## src/rtl/pgc_pkg.sv

```systemverilog
package pgc_pkg;
  localparam int GRP_W  = 16;
  localparam int N_GRP  = 3;
  localparam int N_SLOT = GRP_W * N_GRP;
  localparam int CODE_W = 16;

  typedef enum logic [2:0] {
    A_SET  = 3'd0,
    A_CLR  = 3'd1,
    A_ST0  = 3'd2,
    A_ST1  = 3'd3,
    A_ST2  = 3'd4,
    A_RS0  = 3'd5,
    A_RS1  = 3'd6,
    A_RS2  = 3'd7
  } reg_addr_e;
endpackage

```

## src/rtl/pgc_code_dec.sv

```systemverilog
module pgc_code_dec #(
  parameter int GW     = 16,
  parameter int NG     = 3,
  parameter int CW     = 16,
  parameter logic [GW*NG-1:0] PRESENT = '0
) (
  input  logic [CW-1:0]    code,
  output logic [GW*NG-1:0] sel
);
  localparam int IW = $clog2(GW);
  localparam int GF = 4;

  logic [GF-1:0] grp;
  logic [IW-1:0] idx;
  logic          upper_zero;
  logic [GW*NG-1:0] raw;

  assign grp        = code[IW +: GF];
  assign idx        = code[IW-1:0];
  assign upper_zero = (code[CW-1:IW+GF] == '0);

  always_comb begin
    raw = '0;
    if (upper_zero && (int'(grp) < NG)) begin
      raw[int'(grp) * GW + int'(idx)] = 1'b1;
    end
    sel = raw & PRESENT;
  end
endmodule

```

## src/rtl/pgc_gate_bank.sv

```systemverilog
module pgc_gate_bank #(
  parameter int N = 48,
  parameter logic [N-1:0] PRESENT   = '0,
  parameter logic [N-1:0] HW_OWNED  = '0,
  parameter logic [N-1:0] ALWAYS_ON = '0,
  parameter int CONSOLE = 33
) (
  input  logic         clk,
  input  logic         rst_n,
  input  logic [N-1:0] set_sel,
  input  logic [N-1:0] clr_sel,
  input  logic [N-1:0] hw_req,
  output logic [N-1:0] en
);
  localparam logic [N-1:0] SW_OWNED = PRESENT & ~HW_OWNED & ~ALWAYS_ON;
  localparam logic [N-1:0] NO_CLEAR = N'(1) << CONSOLE;

  logic [N-1:0] sw_q, sw_d;
  logic         upd;

  assign upd = |(set_sel | clr_sel);

  always_comb begin
    sw_d = sw_q;
    sw_d = sw_d | (set_sel & SW_OWNED);
    sw_d = sw_d & ~(clr_sel & SW_OWNED & ~NO_CLEAR);
  end

  always_ff @(posedge clk or negedge rst_n) begin
    if (!rst_n)   sw_q <= '0;
    else if (upd) sw_q <= sw_d;
  end

  assign en = PRESENT & (ALWAYS_ON | (HW_OWNED & ~ALWAYS_ON & hw_req) | (SW_OWNED & sw_q));
endmodule

```

## src/rtl/pgc_reset_bank.sv

```systemverilog
module pgc_reset_bank #(
  parameter int GW = 16,
  parameter int NG = 3,
  parameter logic [GW*NG-1:0] PRESENT = '0,
  parameter int CONSOLE = 33
) (
  input  logic             clk,
  input  logic             rst_n,
  input  logic [NG-1:0]    wr_grp,
  input  logic [GW-1:0]    wdata,
  output logic [GW*NG-1:0] rst_q
);
  localparam int N = GW * NG;
  localparam logic [N-1:0] LOCK_BIT = N'(1) << CONSOLE;

  logic [N-1:0] load, rst_d;

  for (genvar g = 0; g < NG; g++) begin : g_grp
    assign load[g*GW +: GW] = wr_grp[g] ? (wdata & PRESENT[g*GW +: GW])
                                        : rst_q[g*GW +: GW];
  end

  // a released console reset stays released
  assign rst_d = load & ~(LOCK_BIT & ~rst_q);

  always_ff @(posedge clk or negedge rst_n) begin
    if (!rst_n)       rst_q <= PRESENT;
    else if (|wr_grp) rst_q <= rst_d;
  end
endmodule

```

## src/rtl/periph_gate_ctrl.sv

```systemverilog
module periph_gate_ctrl
  import pgc_pkg::*;
#(
  parameter logic [N_SLOT-1:0] PRESENT   = 48'h01F3_0067_1778,
  parameter logic [N_SLOT-1:0] HW_OWNED  = 48'h0041_0001_0518,
  parameter logic [N_SLOT-1:0] ALWAYS_ON = 48'h0040_0000_1000,
  parameter int CONSOLE = 33
) (
  input  logic              clk,
  input  logic              rst_n,
  input  logic              reg_we,
  input  logic [2:0]        reg_addr,
  input  logic [15:0]       reg_wdata,
  output logic [15:0]       reg_rdata,
  input  logic [N_SLOT-1:0] hw_clk_req,
  output logic [N_SLOT-1:0] clk_en_o,
  output logic [N_SLOT-1:0] rst_o
);
  logic [N_SLOT-1:0] code_sel, set_sel, clr_sel;
  logic [N_GRP-1:0]  rst_wr;
  reg_addr_e         addr;

  assign addr = reg_addr_e'(reg_addr);

  pgc_code_dec #(.GW(GRP_W), .NG(N_GRP), .CW(CODE_W), .PRESENT(PRESENT)) u_dec (
    .code (reg_wdata),
    .sel  (code_sel)
  );

  assign set_sel = (reg_we && addr == A_SET) ? code_sel : '0;
  assign clr_sel = (reg_we && addr == A_CLR) ? code_sel : '0;

  pgc_gate_bank #(.N(N_SLOT), .PRESENT(PRESENT), .HW_OWNED(HW_OWNED),
                  .ALWAYS_ON(ALWAYS_ON), .CONSOLE(CONSOLE)) u_gate (
    .clk     (clk),
    .rst_n   (rst_n),
    .set_sel (set_sel),
    .clr_sel (clr_sel),
    .hw_req  (hw_clk_req),
    .en      (clk_en_o)
  );

  for (genvar g = 0; g < N_GRP; g++) begin : g_rwr
    assign rst_wr[g] = reg_we && (int'(reg_addr) == int'(A_RS0) + g);
  end

  pgc_reset_bank #(.GW(GRP_W), .NG(N_GRP), .PRESENT(PRESENT), .CONSOLE(CONSOLE)) u_rst (
    .clk    (clk),
    .rst_n  (rst_n),
    .wr_grp (rst_wr),
    .wdata  (reg_wdata),
    .rst_q  (rst_o)
  );

  always_comb begin
    unique case (addr)
      A_ST0:   reg_rdata = clk_en_o[0*GRP_W +: GRP_W];
      A_ST1:   reg_rdata = clk_en_o[1*GRP_W +: GRP_W];
      A_ST2:   reg_rdata = clk_en_o[2*GRP_W +: GRP_W];
      A_RS0:   reg_rdata = rst_o[0*GRP_W +: GRP_W];
      A_RS1:   reg_rdata = rst_o[1*GRP_W +: GRP_W];
      A_RS2:   reg_rdata = rst_o[2*GRP_W +: GRP_W];
      default: reg_rdata = '0;
    endcase
  end
endmodule

```

## config.mk

```make
export PLATFORM = sky130hd
export DESIGN_NAME = periph_gate_ctrl
export DESIGN_NICKNAME = d
export VERILOG_FILES = /design/src/rtl/pgc_pkg.sv /design/src/rtl/pgc_code_dec.sv /design/src/rtl/pgc_gate_bank.sv /design/src/rtl/pgc_reset_bank.sv /design/src/rtl/periph_gate_ctrl.sv
export SDC_FILE = /design/constraint.sdc
export NUM_CORES = 1
export LEC_CHECK = 0
export ABC_AREA = 1
export BUFFER_PORTS_ARGS = -buffer_cell sky130_fd_sc_hd__buf_2
export CAP_MARGIN = 15
export CORE_MARGIN = 8
export CORE_UTILIZATION = 41
export DETAILED_ROUTE_END_ITERATION = 12
export GPL_TIMING_DRIVEN = 0
export PLACE_DENSITY = 0.82
export SYNTH_ARGS = -nofsm -noshare
export SYNTH_HDL_FRONTEND = slang
export SYNTH_SLANG_ARGS = --single-unit
```

## constraint.sdc

```tcl
create_clock -name clk -period 1.04 [get_ports clk]
set_input_delay 0.156 -clock clk [delete_from_list [all_inputs] [get_ports clk]]
set_output_delay 0.156 -clock clk [all_outputs]
set_load 0.1 [all_outputs]
```

==> reports/results.md, run 1 <==
| Item | Value |
| --- | --- |
| Outcome | finished, violations left |
| Failing checks | negative hold slack, negative setup slack |
| Worst Path Class, Setup | reg2out |
| Final count of hold timing violations | 12 |
| Path category of the worst min-delay check | in2async |
| Complex-gate fraction of the synthesized area | 10.4% |
| Die footprint | 8650 sq um |
| Initial antenna violation count | 0 |
| Setup TNS after final layout | -11320 ps |
| Cell types with the largest area share after synthesis | buf_4, dfstp_2, dfrtp_1 |
| Floorplan die width | 93.0 um |
| Vias in the first global route | 2622 |
| Layout cells sized above 1 | 54.7% |
| Transition time at the pin with the least slew margin | 730 ps |
| Final-layout fill cell count | 399 |
| Synth cell count leaders | buf_4, nand2_1, inv_1, nand3_1, nor2_1 |
| Clock root cell | clkbuf_8 |
| Clock Power Share | 13.5% |
| Switching power | 3.68 mW |
| Xor/xnor cell area share of the yosys netlist | 0% |
| TritonCTS clock tree | yes |
| DR WL/cell | 16.4 um |
| Sequential element share of the synthesized area | 34.0% |
| DP Worst Slack | -812 ps |
| Simple-gate area share of the yosys netlist | 26.6% |
| Starting utilization of the core area | 41.8% |
| Max Fclk | 625 MHz |
| Cell type of the slowest stage on the worst timing path | dfstp_4 |
| H-tree depth reported by CTS | 2 |
| Routed Wire Length | 9270 um |
| Number of buffer cells added on primary ports | 76 |
| Startpoint of the lowest-slack register-to-register path | u_rst.rst_q[37]$_DFFE_PN1P_ |
| Internal power | 3.23 mW |
| Number of cells traversed by the worst register-to-register path | 2 |
| Cell with the most instances after synthesis | buf_4 |
| Core box area | 5820 sq um |
| Distinct cells, synth | 26 |
| Minimum hold slack | -79.6 ps |
| Total clock buffers created by CTS | 5 |
| Antenna diodes | 0 |
| Wire length of the first global-routing pass | 13500 um |
| Clock latency on the worst-skew pair | 290 ps |
| Vias | 2696 |
| Final cycle utilization of the critical path | 154% |
| Average via count per standard cell | 4.75 |
| Synth Register Bits | 32 |
| Avg Synthesized Cell Area | 7.37 sq um |
| Most used flip-flop cell after synthesis | dfstp_2 |
| DP HPWL | 6180 um |
| Share of the core filled with cells | 75.3% |
| Part of the power in registers | 26.0% |
| Switching power share of the total | 53.2% |
| PD cells | 1580 nW/um^2 |
| GRT overflow | 0 |
| CP top delay family | flip-flops |
| Post-Place Cell Area | 3370 sq um |
| Final design area excluding fillers | 4380 sq um |
| Number of cell rows | 28 |
| Remaining number of nets flagged by the antenna check after routing | 0 |
| Static leakage power | 2.19 nW |
| Die span in y | 93.0 um |
| Critical R2R Capture | u_rst.rst_q[37]$_DFFE_PN1P_ |
| Buf+Inv Stages, Crit Path | 1 |
| Gate power share | 60.5% |
| Setup slack on the worst flop-to-flop path | 100 ps |
| Main combinational cell family by area after synthesis | buffers and inverters |
| Global placement routability congestion | 0.878 |
| Setup repair after global routing missed its margin | yes |
| Slew Limit Headroom | 51.3% |
| Multiplexer share of the synthesized area | 0% |
| Number of non-filler instances in the completed layout | 567 |
| Ordered list of cells on the worst path | a22oi_1 -> o211ai_1 -> buf_6 |
| Post-Synthesis Cells | 330 |
| Area share of the leading cell type in the synthesized netlist | 21.6% |
| Cell count after placement | 541 |
| First DRT Iteration DRCs | 216 |
| Peak fanout along the critical path | 3 |
| Layout Skew | 0 ps |
| Area added between synthesis and finish | 80.2% |
| Pin count of the biggest net entering global routing | 33 |
| Number of enable-type register cells in the synthesized netlist | 0 |
| Critical Path Start Type | flop |
| Final-report max-slew violation count | 0 |
| Final setup violation count | 44 |
| Arrival time of data at the critical path endpoint | 1440 ps |
| Combined global-route utilization of all metal layers | 19.7% |
| Worst path setup slack after routing | -560 ps |
| Crit-path max cell delay | 630 ps |
| Required time of the critical path | 880 ps |
| Number of warnings reported in the yosys synthesis log | 0 |
| Peak supply drop | 1.23 mV |
| Largest area contributor in the netlist | buf_4 |
| Endpoint type of the worst setup path | output pin |
| Clock slew at reported path FFs | 70 ps |
| Top-level I/O count | 182 |
| Number of clock sinks | 32 |
| Post-synthesis instance area | 2430 sq um |
| Reported max-cap violation count | 0 |
| # nets final | 561 |
| Drc violations | 0 |
| Buffers from clock root to sink, at most | 2 |
| Adder and majority cell fraction of the synthesized area | 0% |
| Detailed-router iteration count before antenna repair | 5 |
| Overall Power | 6.91 mW |
| Crit path time final | 1600 ps |
| Asr flop ratio synth | 100% |
-- worst max-delay path by stage --
stage / cells after the start / to / startpoint / slack (ps)
global placement: 8 / reg_rdata[4] / reg_addr[1] / -770
CTS: 5 / reg_rdata[5] / u_rst.rst_q[37]$_DFFE_PN1P_ / -570
finish: 3 / reg_rdata[1] / u_rst.rst_q[33]$_DFFE_PN1P_ / -560
floorplan: 2 / reg_rdata[1] / u_gate.sw_q[17]$_DFFE_PN0P_ / -1250
global route: 3 / reg_rdata[1] / u_rst.rst_q[33]$_DFFE_PN1P_ / -610
detailed placement: 8 / reg_rdata[4] / reg_addr[1] / -810
-- cell type report --
type | count | area [sq um] | share of cell area (%)
Buffer | 71 | 541 | 12.3
Clock buffer | 5 | 68.8 | 1.57
Clock inverter | 3 | 13.8 | 0.314
Inverter | 43 | 181 | 4.14
Multi-Input combinational cell | 244 | 1330 | 30.4
Sequential cell | 32 | 933 | 21.3
Tap cell | 75 | 93.8 | 2.14
Timing Repair Buffer | 94 | 1220 | 27.8
-- cell usage in the layout, fill, tap and decap left out, types with 2 or more instances in the layout --
| master | count |
|---|---|
| a21oi_1 | 8 |
| a21oi_2 | 2 |
| a22o_4 | 3 |
| buf_12 | 44 |
| buf_2 | 32 |
| buf_4 | 76 |
| buf_6 | 13 |
| clkbuf_8 | 5 |
| clkinv_2 | 2 |
| conb_1 | 62 |
| dfrtp_2 | 5 |
| dfrtp_4 | 7 |
| dfstp_4 | 20 |
| inv_1 | 25 |
| inv_2 | 11 |
| inv_4 | 6 |
| nand2_1 | 51 |
| nand2_2 | 11 |
| nand2_4 | 2 |
| nand3_1 | 27 |
| nand3_2 | 2 |
| nand4_1 | 3 |
| nor2_1 | 26 |
| nor2_2 | 5 |
| nor2_4 | 6 |
| nor3_1 | 3 |
| nor3_2 | 2 |
| o2111ai_4 | 2 |
| o21ai_0 | 9 |
| o21ai_1 | 3 |
| o21ai_2 | 6 |
| o21ai_4 | 2 |
-- sequential cells by signal, summed over array words and instances, names as in the netlist --
register     cells
u_rst.rst_q     20
u_gate.sw_q     12
-- cell families (layout without fill, tap and decap cells) --
| logic type | Yosys count | count (layout) |
|---|---|---|
| flops | 32 | 32 |
| simple gates | 142 | 142 |
| buf+inv | 114 | 216 |
| compound gates | 40 | 40 |
| other cells | 2 | 62 |
-- power groups by stage --
stage	Combinational, mW	Sequential (mW)	Clock [mW]
finish	4.19	1.80	0.932
floorplan	1.90	2.80	0
global route	4.30	1.81	0.993
detailed placement	3.32	1.73	0
global placement	3.29	1.71	0
CTS	3.89	1.80	0.951
-- timing repair --
| item | 4_1_cts | 5_1_grt |
|---|---|---|
| pin swaps | 9 | 8 |
| setup endpoints to repair | 45 | 67 |
| buffers inserted | 2 | 15 |
| gates cloned | 0 | 1 |
| endpoints found under the hold margin | 12 | 12 |
| resized for setup | 180 | 38 |
-- worst register-to-register path, cell delays in order (launching register included) --
cell and delay, ps:
dfstp_4 630, inv_4 50, o21ai_1 180
-- routing by layer --
layer | track usage [%] | vias to the layer above | wire (um)
met3 | 6.41 | 23 | 944
li1 | - | 1238 | -
met5 | 0 | - | 0
met2 | 35.9 | 191 | 5010
met4 | 7.92 | 0 | 239
met1 | 20.4 | 1244 | 3080
(Power assumes the default switching activity.)
==> run 2: changes to the inputs <==
--- a/config.mk
+++ b/config.mk
@@ -8,7 +8,7 @@
 export ABC_AREA = 1
 export BUFFER_PORTS_ARGS = -buffer_cell sky130_fd_sc_hd__buf_2
 export CAP_MARGIN = 15
-export CORE_MARGIN = 8
+export CORE_MARGIN = 2
 export CORE_UTILIZATION = 41
 export DETAILED_ROUTE_END_ITERATION = 12
 export GPL_TIMING_DRIVEN = 0
==> reports/results.md, run 2 (synthesis gave the netlist of run 1 again) <==
| Item | Value | vs previous |
| --- | --- | --- |
| Overall Power | 6.92 mW | about the same |
| Commonest cells after routing, fill and taps aside | buf_4, conb_1, nand2_1, buf_12, buf_2 |  |
| Slew Limit Headroom | 51.6% | +0.23 points |
| TritonCTS clock tree | yes |  |
| Gate power share | 61.2% | +0.7 points |
| Most frequent standard cell in the layout excluding fill and tap cells | buf_4 |  |
| Layout cells sized above 1 | 54.2% | -0.47 points |
| CP top delay family | flip-flops |  |
| Register bank with the most flops | u_rst.rst_q |  |
| Buf+Inv Stages, Crit Path | 2 | +1 |
| Pin count of the biggest net entering global routing | 33 | unchanged |
| Final setup violation count | 44 | unchanged |
| Clock root cell | clkbuf_8 |  |
| Path category of the worst min-delay check | in2async |  |
| Buffers from clock root to sink, at most | 2 | unchanged |
| Setup slack on the worst flop-to-flop path | 10 ps | -90 ps |
| Minimum hold slack | -64.7 ps | +14.9 ps |
| Die footprint | 6560 sq um | -24% |
| Remaining number of nets flagged by the antenna check after routing | 0 | unchanged |
| Antenna diodes | 0 | unchanged |
| Routed Wire Length | 7800 um | -16% |
| Vias in the first global route | 2441 | -6.9% |
| Starting utilization of the core area | 41.8% | unchanged |
| Final-report max-slew violation count | 0 | unchanged |
| Internal power | 3.30 mW | +2.1% |
| Worst Path Class, Setup | reg2out |  |
| Final design area excluding fillers | 4430 sq um | +1.1% |
| Number of cells traversed by the worst register-to-register path | 4 | +2 |
| Worst path setup slack after routing | -534 ps | +26.5 ps |
| Part of the power in registers | 25.4% | -0.6 points |
| Average via count per standard cell | 4.45 | -6.4% |
| Clock latency on the worst-skew pair | 280 ps | about the same |
| Failing checks | negative hold slack, negative setup slack |  |
| Switching power | 3.62 mW | -1.7% |
| DR WL/cell | 13.6 um | -17% |
| Initial antenna violation count | 0 | unchanged |
| DP HPWL | 5170 um | -16% |
| Combined global-route utilization of all metal layers | 23.4% | +3.7 points |
| Area added between synthesis and finish | 82.1% |  |
| First DRT Iteration DRCs | 129 | -40% |
| Setup repair after global routing missed its margin | yes |  |
| Max Fclk | 635 MHz | +1.7% |
| Clock Power Share | 13.4% | about the same |
| Number of buffer cells added on primary ports | 76 | unchanged |
| Core box area | 5820 sq um | unchanged |
| Die span in y | 81.0 um | -13% |
| Clock slew at reported path FFs | 70 ps | about the same |
| GRT overflow | 0 | unchanged |
| Wire length of the first global-routing pass | 11800 um | -13% |
| Share of the core filled with cells | 76.1% | +0.80 points |
| Peak fanout along the critical path | 2 | -1 |
| Reported max-cap violation count | 0 | unchanged |
| Switching power share of the total | 52.3% | -0.95 points |
| Endpoint type of the worst setup path | output pin |  |
| Static leakage power | 2.23 nW | +1.7% |
| Ordered list of cells on the worst path | inv_4 -> nor2_4 -> a21oi_2 -> nand4_1 -> buf_12 |  |
| Total clock buffers created by CTS | 5 | unchanged |
| Number of cell rows | 28 | unchanged |
| Layout Skew | 0 ps | unchanged |
| Peak supply drop | 1.30 mV | +5.4% |
| Number of non-filler instances in the completed layout | 575 | +1.4% |
| Crit-path max cell delay | 630 ps | about the same |
| Setup TNS after final layout | -11140 ps | +172 ps |
| PD cells | 1560 nW/um^2 | -0.97% |
| Detailed-router iteration count before antenna repair | 4 | -1 |
| # nets final | 569 | +1.4% |
| Final-layout fill cell count | 399 | unchanged |
| Final count of hold timing violations | 12 | unchanged |
| H-tree depth reported by CTS | 2 | unchanged |
| Post-Place Cell Area | 3370 sq um | unchanged |
| Critical Path Start Type | flop |  |
| Cell count after placement | 541 | unchanged |
| Final cycle utilization of the critical path | 151% | -2.6 points |
| Top-level I/O count | 182 | unchanged |
| Vias | 2558 | -5.1% |
| Arrival time of data at the critical path endpoint | 1420 ps | -20 ps |
| Number of clock sinks | 32 | unchanged |
| Cell type of the slowest stage on the worst timing path | dfstp_4 |  |
| Outcome | finished, violations left |  |
| Transition time at the pin with the least slew margin | 727 ps | -3.45 ps |
| DP Worst Slack | -809 ps | +2.16 ps |
| Required time of the critical path | 880 ps | about the same |
| Crit path time final | 1570 ps | -26.5 ps |
| Global placement routability congestion | 0.882 | +0.52% |
| Flip-flop count of the largest register after layout | 20 | unchanged |
| Drc violations | 0 | unchanged |
| Leading registers by flop count | u_rst.rst_q (20), u_gate.sw_q (12) |  |
| Total stage count of the critical path | 5 | +2 |
| Floorplan die width | 81.0 um | -13% |
-- run 2: worst paths after layout --
path                                                   from                     endpoint
worst min-delay path                                  rst_n  u_gate.sw_q[18]$_DFFE_PN0P_
worst max register to register  u_rst.rst_q[32]$_DFFE_PN1P_  u_rst.rst_q[32]$_DFFE_PN1P_
worst max-delay path            u_rst.rst_q[37]$_DFFE_PN1P_                 reg_rdata[5]
max in group asynchronous                             rst_n   u_gate.sw_q[6]$_DFFE_PN0P_
min in group clk                              reg_wdata[12]  u_rst.rst_q[12]$_DFFE_PN1P_
worst min register to register  u_gate.sw_q[33]$_DFFE_PN0P_  u_gate.sw_q[33]$_DFFE_PN0P_
-- run 2: layout make-up --
type	instances	area (sq um)	area share, %
well taps	75	93.8	2.12
plain buffers	71	541	12.2
flip-flops and latches	32	933	21.1
clock inverters	1	3.75	0.0848
multi-input cells	244	1320	29.8
clock buffers	7	76.3	1.72
inverters	43	179	4.04
repair buffers	102	1280	29.0
-- run 2: power groups by stage --
stage | sequential [mW] | clock, mW | combinational [mW]
after CTS | 1.80 | 0.933 | 3.87
after floorplan | 2.80 | 0 | 1.90
after global placement | 1.71 | 0 | 3.28
final | 1.76 | 0.927 | 4.23
after detailed placement | 1.73 | 0 | 3.30
after global routing | 1.78 | 0.985 | 4.37
-- run 2: per-layer routing --
metal / GRT usage [%] / wire, um
met3: 3.67 / 510
met5: 0 / 0
met2: 41.8 / 4140
met4: 7.63 / 122
met1: 28.7 / 3030
-- run 2: what timing repair did --
action | 4_1_cts | 5_1_grt
setup endpoints to repair | 47 | 72
endpoints found under the hold margin | 12 | 11
setup buffers | 6 | 19
pin swaps | 9 | 13
gates cloned | 0 | 1
gates resized for setup | 178 | 35
